### config.mk
export PLATFORM = sky130hd
export DESIGN_NAME = spi_reg_slave
export DESIGN_NICKNAME = d
export VERILOG_FILES = /design/src/rtl/spi_rs_pkg.sv /design/src/rtl/spi_rs_sync.sv /design/src/rtl/spi_rs_shifter.sv /design/src/rtl/spi_rs_ctrl.sv /design/src/rtl/spi_reg_slave.sv
export SDC_FILE = /design/constraint.sdc
export NUM_CORES = 1
export LEC_CHECK = 0
export BUFFER_PORTS_ARGS = -buffer_cell sky130_fd_sc_hd__buf_2
export CAP_MARGIN = 0
export CORE_MARGIN = 3
export CORE_UTILIZATION = 58
export CTS_BUF_LIST = sky130_fd_sc_hd__clkbuf_16
export DETAILED_ROUTE_END_ITERATION = 8
export GPL_TIMING_DRIVEN = 0
export PLACE_DENSITY = 0.83
export SYNTH_ARGS = -nofsm -noshare
export SYNTH_HDL_FRONTEND = slang
export SYNTH_SLANG_ARGS = --single-unit
export TNS_END_PERCENT = 1
### constraint.sdc
create_clock -name clk -period 3.9 [get_ports clk]
set_input_delay 0.585 -clock clk [delete_from_list [all_inputs] [get_ports clk]]
set_output_delay 0.585 -clock clk [all_outputs]
set_load 0.01 [all_outputs]
### src/rtl/spi_rs_pkg.sv
// Shared constants and types of the dual-mode SPI register slave.
// Assumes byte-wide commands and data.
package spi_rs_pkg;
    localparam int BYTE_W = 8;

    // Command opcodes recognised in the first byte of a frame
    localparam logic [BYTE_W-1:0] OP_SETPTR = 8'h7D;
    localparam logic [BYTE_W-1:0] OP_WRITE  = 8'h7E;
    localparam logic [BYTE_W-1:0] OP_READ   = 8'h7F;

    // Frame state: what the next completed byte means
    typedef enum logic [2:0] {
        PH_CMD,
        PH_SETPTR,
        PH_WRITE,
        PH_READ,
        PH_IGNORE
    } phase_t;
endpackage

### src/rtl/spi_rs_sync.sv
// Multi-bit, multi-stage synchronizer for asynchronous pin inputs.
// Assumes each bit is independent (no bus coherence needed) and STAGES >= 2.
module spi_rs_sync #(
    parameter int              N       = 4,
    parameter int              STAGES  = 2,
    parameter logic [N-1:0]    RST_VAL = '0
) (
    input  logic         clk,
    input  logic         rst_n,
    input  logic [N-1:0] d_async,
    output logic [N-1:0] d_sync
);
    generate
        for (genvar i = 0; i < N; i++) begin : g_bit
            logic [STAGES-1:0] chain;
            // Shift the pin value through the flop chain
            always_ff @(posedge clk) begin
                if (!rst_n) chain <= {STAGES{RST_VAL[i]}};
                else        chain <= {chain[STAGES-2:0], d_async[i]};
            end
            assign d_sync[i] = chain[STAGES-1];
        end
    endgenerate
endmodule

### src/rtl/spi_rs_shifter.sv
// Mode-0 bit engine: samples on SCLK rise, shifts output after SCLK fall,
// counts bits and flags each completed byte for one clock.
// Assumes edge pulses are single-cycle and a load never lands on a rise.
module spi_rs_shifter #(
    parameter int W = 8
) (
    input  logic         clk,
    input  logic         rst_n,
    input  logic         sel,
    input  logic         sclk_rise,
    input  logic         sclk_fall,
    input  logic         din,
    input  logic         load,
    input  logic [W-1:0] load_val,
    output logic [W-1:0] rx_byte,
    output logic         byte_done,
    output logic         dout
);
    localparam int CNT_W = $clog2(W);

    logic [CNT_W-1:0] bit_cnt;
    logic [W-1:0]     rx_sh;
    logic [W-1:0]     tx_sh;
    logic             done_q;

    // Receive shift, bit count and byte-complete flag
    always_ff @(posedge clk) begin
        if (!rst_n) begin
            bit_cnt <= '0;
            rx_sh   <= '0;
            done_q  <= 1'b0;
        end else if (!sel) begin
            bit_cnt <= '0;
            done_q  <= 1'b0;
        end else begin
            done_q <= 1'b0;
            if (sclk_rise) begin
                rx_sh   <= {rx_sh[W-2:0], din};
                bit_cnt <= (bit_cnt == CNT_W'(W-1)) ? '0 : bit_cnt + 1'b1;
                done_q  <= (bit_cnt == CNT_W'(W-1));
            end
        end
    end

    // Transmit register: load at byte boundary, shift after mid-byte falls
    always_ff @(posedge clk) begin
        if (!rst_n) begin
            tx_sh <= '0;
        end else if (!sel) begin
            tx_sh <= '0;
        end else if (load) begin
            tx_sh <= load_val;
        end else if (sclk_fall && bit_cnt != '0) begin
            tx_sh <= {tx_sh[W-2:0], 1'b0};
        end
    end

    assign rx_byte   = rx_sh;
    assign byte_done = done_q;
    assign dout      = tx_sh[W-1];
endmodule

### src/rtl/spi_rs_ctrl.sv
// Command decoder and address pointer. Turns completed bytes into pointer
// loads, register writes and read fetches; picks the next outgoing byte.
// Assumes AW <= BYTE_W and a combinational register-file read.
module spi_rs_ctrl
    import spi_rs_pkg::*;
#(
    parameter int AW = 8
) (
    input  logic              clk,
    input  logic              rst_n,
    input  logic              sel,
    input  logic              sel_start,
    input  logic              bidir,
    input  logic              byte_done,
    input  logic [BYTE_W-1:0] rx_byte,
    input  logic [BYTE_W-1:0] reg_rdata,
    output logic [AW-1:0]     ptr,
    output logic              reg_we,
    output logic [BYTE_W-1:0] reg_wdata,
    output logic              load,
    output logic [BYTE_W-1:0] load_val,
    output logic              read_drive
);
    phase_t  phase;
    logic    load_q;
    logic    fetch_en;

    // Frame phase and pointer update on each completed byte
    always_ff @(posedge clk) begin
        if (!rst_n) begin
            phase <= PH_CMD;
            ptr   <= '0;
        end else if (!sel) begin
            phase <= PH_CMD;
        end else if (byte_done) begin
            case (phase)
                PH_CMD: begin
                    if (rx_byte == OP_SETPTR)     phase <= PH_SETPTR;
                    else if (rx_byte == OP_WRITE) phase <= PH_WRITE;
                    else if (rx_byte == OP_READ)  phase <= PH_READ;
                    else                          phase <= PH_IGNORE;
                end
                PH_SETPTR: begin
                    ptr   <= AW'(rx_byte);
                    phase <= PH_CMD;
                end
                PH_WRITE: ptr <= ptr + 1'b1;
                PH_READ:  ptr <= ptr + 1'b1;
                default:  phase <= phase;
            endcase
        end
    end

    // Request a transmit load at frame start and after each byte boundary
    always_ff @(posedge clk) begin
        if (!rst_n) load_q <= 1'b0;
        else        load_q <= sel_start | (sel & byte_done);
    end

    // Fetch the pointed-to register for read data or full-duplex echo
    always_comb begin
        fetch_en = (phase == PH_READ) || (phase == PH_CMD && !bidir);
        load_val = fetch_en ? reg_rdata : '0;
    end

    assign reg_we     = sel & byte_done & (phase == PH_WRITE);
    assign reg_wdata  = rx_byte;
    assign load       = load_q;
    assign read_drive = (phase == PH_READ);
endmodule

### src/rtl/spi_reg_slave.sv
// Top of the dual-mode SPI register slave. Synchronizes the pins, detects
// SCLK edges, and steers data between the pins and the bit engine.
// Assumes SCLK runs well below a quarter of clk and bidir_mode only
// changes while cs_n is high.
module spi_reg_slave
    import spi_rs_pkg::*;
#(
    parameter int AW        = 8,
    parameter int SYNC_STGS = 2
) (
    input  logic              clk,
    input  logic              rst_n,
    input  logic              bidir_mode,
    input  logic              cs_n,
    input  logic              sclk,
    input  logic              mosi,
    output logic              miso,
    output logic              miso_oe,
    input  logic              sio_i,
    output logic              sio_o,
    output logic              sio_oe,
    output logic [AW-1:0]     reg_addr,
    input  logic [BYTE_W-1:0] reg_rdata,
    output logic [BYTE_W-1:0] reg_wdata,
    output logic              reg_we
);
    localparam int NPIN = 4;

    logic [NPIN-1:0]   pins_s;
    logic              cs_n_s, sclk_s, mosi_s, sio_s;
    logic              sclk_q, sel_q;
    logic              sel, sel_start, sclk_rise, sclk_fall, din;
    logic              load, byte_done, dout, read_drive;
    logic [BYTE_W-1:0] load_val, rx_byte;

    spi_rs_sync #(
        .N       (NPIN),
        .STAGES  (SYNC_STGS),
        .RST_VAL (4'b0001)
    ) u_sync (
        .clk     (clk),
        .rst_n   (rst_n),
        .d_async ({sio_i, mosi, sclk, cs_n}),
        .d_sync  (pins_s)
    );

    assign {sio_s, mosi_s, sclk_s, cs_n_s} = pins_s;

    // Previous SCLK and select levels for edge detection
    always_ff @(posedge clk) begin
        if (!rst_n) begin
            sclk_q <= 1'b0;
            sel_q  <= 1'b0;
        end else begin
            sclk_q <= sclk_s;
            sel_q  <= sel;
        end
    end

    assign sel       = ~cs_n_s;
    assign sel_start = sel & ~sel_q;
    assign sclk_rise = sel & sclk_s & ~sclk_q;
    assign sclk_fall = sel & ~sclk_s & sclk_q;
    assign din       = bidir_mode ? sio_s : mosi_s;

    spi_rs_shifter #(
        .W (BYTE_W)
    ) u_shift (
        .clk       (clk),
        .rst_n     (rst_n),
        .sel       (sel),
        .sclk_rise (sclk_rise),
        .sclk_fall (sclk_fall),
        .din       (din),
        .load      (load),
        .load_val  (load_val),
        .rx_byte   (rx_byte),
        .byte_done (byte_done),
        .dout      (dout)
    );

    spi_rs_ctrl #(
        .AW (AW)
    ) u_ctrl (
        .clk        (clk),
        .rst_n      (rst_n),
        .sel        (sel),
        .sel_start  (sel_start),
        .bidir      (bidir_mode),
        .byte_done  (byte_done),
        .rx_byte    (rx_byte),
        .reg_rdata  (reg_rdata),
        .ptr        (reg_addr),
        .reg_we     (reg_we),
        .reg_wdata  (reg_wdata),
        .load       (load),
        .load_val   (load_val),
        .read_drive (read_drive)
    );

    // Pin direction and data steering per wire mode
    always_comb begin
        miso_oe = sel & ~bidir_mode;
        sio_oe  = sel & bidir_mode & read_drive;
        miso    = miso_oe & dout;
        sio_o   = sio_oe & dout;
    end
endmodule

==> run_results.csv, run 1 <==
group,metric,value,unit
detailed_routing,via_per_inst,5.70,
power_and_ir_drop,powerDensity,439,nW/um^2
run,drv_cap,0,
worst_setup_path,cpMostUsedCell,"buf_2",
logic_synthesis,postSynthAreaPerCell,8.53,um^2
worst_setup_path,rrSetupSlack,2.22,ns
timing,finClkSkew,0.00277,ns
power_and_ir_drop,p_total,999,uW
detailed_routing,totalWireLength,4.24,mm
die,die_x,62.5,um
worst_setup_path,crit_path_start,"u_ctrl.phase[2]",
placed_design,io_buffers,35,
logic_synthesis,synthTopCellsByArea,"dfxtp_1 (45%), nand2_1 (5.7%), a21oi_1 (5.1%)",
die,die-area,3910,um^2
worst_setup_path,start_kind,"flop",
clocking,cts-root-buf,"clkbuf_16",
clocking,numCtsBuffers,5,
global_routing,grt_pass1_wl,7.34,mm
timing,timing.final.crit_share,0.556,
cells_and_area,antennaDiodeCount,0,
worst_setup_path,critical_path_class,"flop to output port",
worst_setup_path,critPathBufInv,3,
worst_setup_path,setup.worst_path.end,"sio_o",
logic_synthesis,ys_seq_area_frac,0.454,
global_routing,antenna_found_initial,0,
logic_synthesis,ys.flop_type,"dfxtp_1",
clocking,cts.sinks,42,
die,die_height,62.5,um
cells_and_area,nets,278,
global_routing,grt_use_total,0.232,
worst_setup_path,end_kind,"output port",
logic_synthesis,synth-edff-count,0,
clocking,htreeDepth,2,
power_and_ir_drop,p_leak,0.862,nW
clocking,clk_pin_slew,0.06,ns
cells_and_area,areaGrowthSynthToFinish,22.8,%
clocking,postCtsResizedCells,0,
timing,fmax,0.461,GHz
timing,slew_violations,0,
logic_synthesis,synth_seq_cells,42,
logic_synthesis,syn_nets,236,
detailed_routing,firstDrtPassIters,4,
timing,fin_setup_tns,0,ns
power_and_ir_drop,ir_worst_vdd,0.375,mV
logic_synthesis,async_reset_ff_frac,0,
clocking,cts.path.max_buffers,2,
logic_synthesis,yosysMostFrequentCell,"dfxtp_1",
worst_setup_path,cp_slowest_cell,"dfxtp_1",
die,io_pins,36,
global_routing,grt_overflow,0,
detailed_routing,avgRoutedWirePerCell,14.1,um
worst_setup_path,worstReg2RegEnd,"u_shift.tx_sh[4]",
worst_setup_path,required,3.31,ns
min_path,hp-class,"flop to flop",
worst_setup_path,worstPathCellList,"nand2b_1, buf_2, buf_2, nor4_1, buf_2",
logic_synthesis,syn_inst,217,
clocking,cts_hold_buf,0,
worst_setup_path,critPathArrivalTime,1.58,ns
worst_setup_path,cp_max_fo,10,
logic_synthesis,netlist_area,1850,um^2
logic_synthesis,ys_top_cells_by_count,"dfxtp_1 (42), nand2_1 (28), a21oi_1 (19)",
die,start_util,0.638,
detailed_routing,vias,1720,
timing,hold_viol_final,0,
cells_and_area,drive_gt1_frac,0.196,
timing,rsz0062_at_grt,"false",
logic_synthesis,post-synth-top-area-cell,"dfxtp_1",
die,rows,19,
outcome,outcome,"finished, final reports clean",
clocking,post-cts-setup-buffers,0,
worst_setup_path,slowest_delay,0.38,ns
detailed_routing,ant_nets,0,
detailed_routing,drt_iter0_drc,131,
logic_synthesis,yosys_warnings,0,
placed_design,place_congestion,0.871,
global_routing,first_global_vias,1594,
timing,finalSetupViolCount,0,
timing,fin_crit,2.17,ns
global_routing,grt_max_degree,15,
worst_setup_path,crit_cells,5,
worst_setup_path,crit_family,"buffers and inverters",
placed_design,dp_hpwl,2.96,mm
timing,slew_headroom,0.533,
timing,tightest_slew,0.698,ns
clocking,clk_latency,0.28,ns
clocking,cts_tree,"built",
detailed_routing,drcViolationCount,0,
logic_synthesis,synth_top_area_share,0.454,
logic_synthesis,yosysUniqueCellTypes,40,
die,core,2900,um^2
worst_setup_path,r2r_cells,5,
worst_setup_path,r2r-start,"u_ctrl.phase[1]",
-- metal layers --
metal,vias up,track usage,wire length (um)
met5,-,0,0
met4,0,0.0744,33
met3,4,0.0522,270
met2,67,0.372,1990
met1,791,0.309,1950
li1,858,-,-
-- layout by cell type (no fill, tap or decap), types with 2 or more instances in the layout --
master	n
and2_1	8
a21oi_1	19
clkbuf_1	6
nand2_1	28
o21ai_0	9
nand4_1	2
mux2i_1	2
dfxtp_1	42
bufinv_16	2
nand3_1	6
buf_2	38
a211oi_1	2
ha_1	4
nor4_1	2
a31oi_1	3
inv_1	14
o21bai_1	7
nor2_1	14
nand2b_1	8
clkbuf_16	5
or3_1	3
o41ai_1	3
a221oi_1	7
nor3_1	7
-- power by group --
group	total, mW	switching [mW]	internal (mW)
Sequential	0.436	0.00236	0.434
Clock	0.532	0.164	0.368
Combinational	0.0301	0.0180	0.0121
Total	0.999	0.185	0.814
-- how the worst min path moves through the flow --
stage,start,end,slack [ns],cells after the start
floorplan,u_sync.g_bit[0].chain[0],u_sync.g_bit[0].chain[1],0.39,1
global placement,u_sync.g_bit[0].chain[0],u_sync.g_bit[0].chain[1],0.39,1
detailed placement,u_sync.g_bit[0].chain[0],u_sync.g_bit[0].chain[1],0.40,1
CTS,u_sync.g_bit[0].chain[0],u_sync.g_bit[0].chain[1],0.41,1
global route,u_sync.g_bit[0].chain[0],u_sync.g_bit[0].chain[1],0.43,1
finish,u_sync.g_bit[0].chain[0],u_sync.g_bit[0].chain[1],0.41,1
-- kinds of logic after synthesis --
group           after synthesis  synth area share
simple gates                 85             0.233
buf+inv                      24            0.0547
compound gates               60             0.220
mux                           2            0.0108
flops                        42             0.454
fa+ha+maj                     4            0.0270
-- layout make-up --
class / instances / area (um^2)
inverters: 14 / 52.6
multi-input cells: 151 / 910
well taps: 42 / 52.6
fillers: 217 / 627
plain buffers: 10 / 48.8
repair buffers: 35 / 175
clock inverters: 3 / 68.8
clock buffers: 5 / 125
flip-flops and latches: 42 / 841
-- metrics by stage --
stage	instance area, um^2	hold slack [ns]	setup WS [ns]	cells	util
floorplan	1850	0.386	2.10	217	-
CTS	2270	0.412	1.73	302	0.784
finish	2270	0.407	1.73	302	0.784
global placement	2080	0.390	2.05	294	0.717
global route	2270	0.431	1.61	302	0.784
detailed placement	2080	0.396	2.04	294	0.717
-- state kept, by name (all words and copies together) (netlist names) --
name / cells
u_ctrl.ptr: 8
u_shift.tx_sh: 8
sel_q: 1
sclk_q: 1
u_ctrl.load: 1
u_sync.g_bit.chain: 8
u_shift.rx_byte: 8
u_shift.bit_cnt: 3
u_shift.byte_done: 1
u_ctrl.phase: 3
Power figures use the tool's default switching activity.
==> run 2, diff against run 1 <==
Settings changed: CORE_UTILIZATION 58 to 49, PLACE_DENSITY 0.83 to 0.75.
Clock period 3.9 ns to 1.86 ns, I/O delays scaled along.
==> run 2 against run 1 <==
Combinational power up 110%. Via count down 0.17%. Flip-flop and latch count stayed put. Clock skew up 0.00066 ns. Worst hold slack got worse by 0.23 ns. Final cell count increased by 0.99%.
==> run_results.csv, run 2 (same netlist as run 1, synthesis figures left out) <==
group,metric,value,unit
detailed_routing,drt_iter0_drc,136,
timing,tightest_slew,0.714,ns
worst_setup_path,cp_slowest_cell,"dfxtp_1",
worst_setup_path,rrSetupSlack,0.21,ns
worst_setup_path,critPathBufInv,4,
detailed_routing,via_per_inst,5.63,
clocking,cts_hold_buf,0,
clocking,cts-root-buf,"clkbuf_16",
detailed_routing,avgRoutedWirePerCell,14.1,um
power_and_ir_drop,powerDensity,851,nW/um^2
global_routing,grt_pass1_wl,7.18,mm
timing,fmax,0.568,GHz
cells_and_area,nets,278,
clocking,numCtsBuffers,5,
worst_setup_path,crit_path_start,"u_ctrl.phase[1]",
global_routing,antenna_found_initial,0,
worst_setup_path,worstPathCellList,"buf_6, nand2b_1, buf_2, buf_6, nor4_2, buf_2",
timing,timing.final.crit_share,0.947,
detailed_routing,totalWireLength,4.29,mm
die,core,3490,um^2
clocking,cts.path.max_buffers,2,
worst_setup_path,end_kind,"output port",
cells_and_area,utilization,0.648,
outcome,outcome,"finished, final reports clean",
clocking,clk_pin_slew,0.06,ns
die,die_x,67.5,um
timing,timing.final.ws_setup,0.0990,ns
die,die-area,4550,um^2
worst_setup_path,r2r-start,"u_ctrl.ptr[2]",
global_routing,grt_use_total,0.210,
detailed_routing,firstDrtPassIters,4,
power_and_ir_drop,p_total,1.93,mW
timing,slew_violations,0,
min_path,worstHoldStart,"cs_n",
cells_and_area,final_cell_mix,"dfxtp_1 (41), buf_2 (37), nand2_1 (28)",
clocking,clk_latency,0.28,ns
placed_design,post-place-ws,0.257,ns
power_and_ir_drop,p_leak,0.852,nW
global_routing,globalRouteMet2Util,0.329,
detailed_routing,vias,1717,
worst_setup_path,slowest_delay,0.33,ns
placed_design,dp_hpwl,3.07,mm
timing,finalSetupViolCount,0,
cells_and_area,final_cell_area,2260,um^2
worst_setup_path,crit_family,"buffers and inverters",
worst_setup_path,required,1.58,ns
cells_and_area,drive_gt1_frac,0.205,
placed_design,io_buffers,35,
worst_setup_path,start_kind,"flop",
global_routing,grt-busiest-layer,"met2",
timing,slew_headroom,0.522,
cells_and_area,areaGrowthSynthToFinish,22.3,%
global_routing,first_global_vias,1563,
global_routing,grt_max_degree,13,
worst_setup_path,critPathArrivalTime,1.48,ns
cells_and_area,layout_commonest_cell,"dfxtp_1",
global_routing,grt_overflow,0,
die,rows,21,
placed_design,place_area,2080,um^2
die,start_util,0.530,
timing,hold_viol_final,0,
placed_design,place_congestion,0.895,
die,io_pins,36,
run,drv_cap,0,
power_and_ir_drop,ir_worst_vdd,0.609,mV
detailed_routing,ant_nets,0,
global_routing,grt.met3_usage,0.0566,
cells_and_area,antennaDiodeCount,0,
die,die_height,67.5,um
global_routing,grt_use_met1,0.284,
detailed_routing,drcViolationCount,0,
worst_setup_path,critical_path_class,"flop to output port",
clocking,cts.sinks,42,
clocking,cts_tree,"built",
worst_setup_path,cp_max_fo,10,
min_path,hp-class,"input port to flop",
clocking,htreeDepth,2,
timing,fin_crit,1.76,ns
timing,finClkSkew,0.00343,ns
## run 2: repair_timing
item	in CTS	in global routing
endpoints found under the setup margin	1	4
gates resized for setup	2	6
pin swaps	0	0
buffers inserted	0	0
gates cloned	0	0
## run 2: cell type report
type                            count  area, um^2
Inverter                           14        52.6
Clock inverter                      2        33.8
Fill cell                         301        1230
Multi-Input combinational cell    151         922
Timing Repair Buffer               35         175
Clock buffer                        5         125
Buffer                             10        56.3
Tap cell                           46        57.6
Sequential cell                    42         842
## run 2: routing by layer
layer | up-vias | routed length (um)
met5 | - | 0
li1 | 854 | -
met4 | 0 | 17
met2 | 64 | 2050
met1 | 797 | 1900
met3 | 2 | 326
## run 2: path summary, 6_finish.rpt
| check | to | depth (start not counted) |
|---|---|---|
| worst max register to register | u_ctrl.ptr[3] | 4 |
| worst min-delay path | u_sync.g_bit[0].chain[0] | 2 |
| worst max-delay path | sio_o | 6 |
| worst min register to register | u_sync.g_bit[0].chain[1] | 1 |
## run 2: power breakdown
part	internal [mW]	switching [mW]	total [mW]
registers	0.910	0.00493	0.915
logic	0.0257	0.0372	0.0629
clock network	0.620	0.330	0.950
total	1.56	0.372	1.93
## run 2: per-stage QoR
stage	setup TNS (ns)	hold WS (ns)	instances
floorplan	0	0.352	217
global placement	0	0.390	298
detailed placement	0	0.399	298
CTS	0	0.176	305
global route	-0.00111	0.189	305
finish	0	0.178	305
==> run 3, diff against run 2 <==
Settings changed: ABC_CLOCK_PERIOD_IN_PS set to 1860, MAX_ROUTING_LAYER set to met4.
==> run 3 against run 2 <==
Die area unchanged. First-iteration DRC count is 16% higher. Critical endpoint unchanged. Sequential share of layout area is the same. Highest routed layer unchanged. Clock skew about the same.
==> run_results.csv, run 3 (same netlist as run 1, synthesis figures left out) <==
group,metric,value,unit
timing,finClkSkew,0.00298,ns
worst_setup_path,start_kind,"flop",
outcome,outcome,"finished, final reports clean",
detailed_routing,firstDrtPassIters,4,
placed_design,io_buffers,35,
timing,slew_violations,0,
clocking,clk_pin_slew,0.06,ns
cells_and_area,final_cell_mix,"dfxtp_1 (41), buf_2 (37), nand2_1 (28)",
die,io_pins,36,
cells_and_area,antennaDiodeCount,0,
detailed_routing,via_per_inst,5.70,
detailed_routing,ant_nets,0,
power_and_ir_drop,powerDensity,852,nW/um^2
die,die_height,67.5,um
clocking,postCtsResizedCells,2,
die,start_util,0.530,
timing,fmax,0.567,GHz
worst_setup_path,cp_max_fo,10,
timing,fin_crit,1.76,ns
detailed_routing,totalWireLength,4.30,mm
global_routing,grt_overflow,0,
global_routing,first_global_vias,1561,
clocking,cts_hold_buf,0,
timing,slew_headroom,0.521,
global_routing,grt_use_total,0.216,
cells_and_area,areaGrowthSynthToFinish,22.3,%
cells_and_area,nets,278,
worst_setup_path,worstPathCellList,"buf_6, nand2b_1, buf_2, buf_6, nor4_2, buf_2",
placed_design,post-place-ws,0.257,ns
placed_design,place_congestion,0.910,
die,die-area,4550,um^2
global_routing,grt_pass1_wl,7.18,mm
worst_setup_path,slowest_delay,0.33,ns
die,core,3490,um^2
clocking,cts.path.max_buffers,2,
cells_and_area,layout_commonest_cell,"dfxtp_1",
die,rows,21,
power_and_ir_drop,p_leak,0.852,nW
clocking,htreeDepth,2,
detailed_routing,drt_iter0_drc,158,
clocking,clk_latency,0.28,ns
detailed_routing,vias,1737,
detailed_routing,avgRoutedWirePerCell,14.1,um
worst_setup_path,end_kind,"output port",
placed_design,dp_hpwl,3.07,mm
timing,timing.final.ws_setup,0.0976,ns
detailed_routing,drcViolationCount,0,
timing,tightest_slew,0.715,ns
cells_and_area,final_cells,305,
min_path,hp-class,"input port to flop",
timing,finalSetupViolCount,0,
worst_setup_path,critical_path_class,"flop to output port",
run,drv_cap,0,
clocking,cts.sinks,42,
die,die_x,67.5,um
worst_setup_path,crit_family,"buffers and inverters",
timing,timing.final.crit_share,0.948,
clocking,numCtsBuffers,5,
clocking,cts-root-buf,"clkbuf_16",
clocking,post-cts-setup-buffers,0,
global_routing,antenna_found_initial,0,
global_routing,grt_max_degree,13,
worst_setup_path,critPathBufInv,4,
timing,hold_viol_final,0,
cells_and_area,drive_gt1_frac,0.205,
worst_setup_path,required,1.58,ns
power_and_ir_drop,ir_worst_vdd,0.609,mV
clocking,cts_tree,"built",
worst_setup_path,critPathArrivalTime,1.48,ns
worst_setup_path,cp_slowest_cell,"dfxtp_1",
placed_design,dp.cells,298,
power_and_ir_drop,p_total,1.93,mW
## run 3: path summary, 6_finish.rpt
check                      startpoint                        to  slack [ns]  cells after the start
max reg2reg             u_ctrl.ptr[2]             u_ctrl.ptr[3]        0.21                      4
min                              cs_n  u_sync.g_bit[0].chain[0]        0.18                      2
min reg2reg  u_sync.g_bit[0].chain[0]  u_sync.g_bit[0].chain[1]        0.41                      1
max                   u_ctrl.phase[1]                     sio_o         0.1                      6
## run 3: cell type report
type                            instances  area [um^2]
Clock buffer                            5          125
Sequential cell                        42          842
Buffer                                 10         56.3
Timing Repair Buffer                   35          175
Inverter                               14         52.6
Multi-Input combinational cell        151          922
Fill cell                             301         1230
Tap cell                               46         57.6
Clock inverter                          2         33.8
## run 3: stage by stage
stage / area, um^2 / setup TNS (ns) / hold slack (ns) / utilization
6_report: 2260 / 0 / 0.176 / 0.648
3_3_place_gp: 2080 / 0 / 0.390 / 0.596
4_1_cts: 2250 / 0 / 0.176 / 0.644
2_1_floorplan: 1850 / 0 / 0.352 / -
3_5_place_dp: 2080 / 0 / 0.399 / 0.596
5_1_grt: 2260 / -0.000939 / 0.189 / 0.648
## run 3: where the power goes
group	leakage, nW	internal (mW)	switching [mW]	total [mW]
Combinational	0.434	0.0257	0.0370	0.0627
Sequential	0.341	0.910	0.00493	0.915
Clock	0.0773	0.620	0.332	0.952
## run 3: routing by layer
layer	track usage	up-vias	wire length, um	share of wire
li1	-	855	-	-
met1	0.284	813	1910	0.44
met2	0.329	58	2030	0.47
met3	0.0566	11	288	0.067
met4	0.0557	0	71	0.017
met5	-	-	0	0
## run 3: worst reg2reg max path, delay by kind of cell (launching register included)
kind	cells	cell delay [ns]
DFF	1	0.40
AOI/OAI and AO/OA	2	0.67
and+or+nand+nor	2	0.50
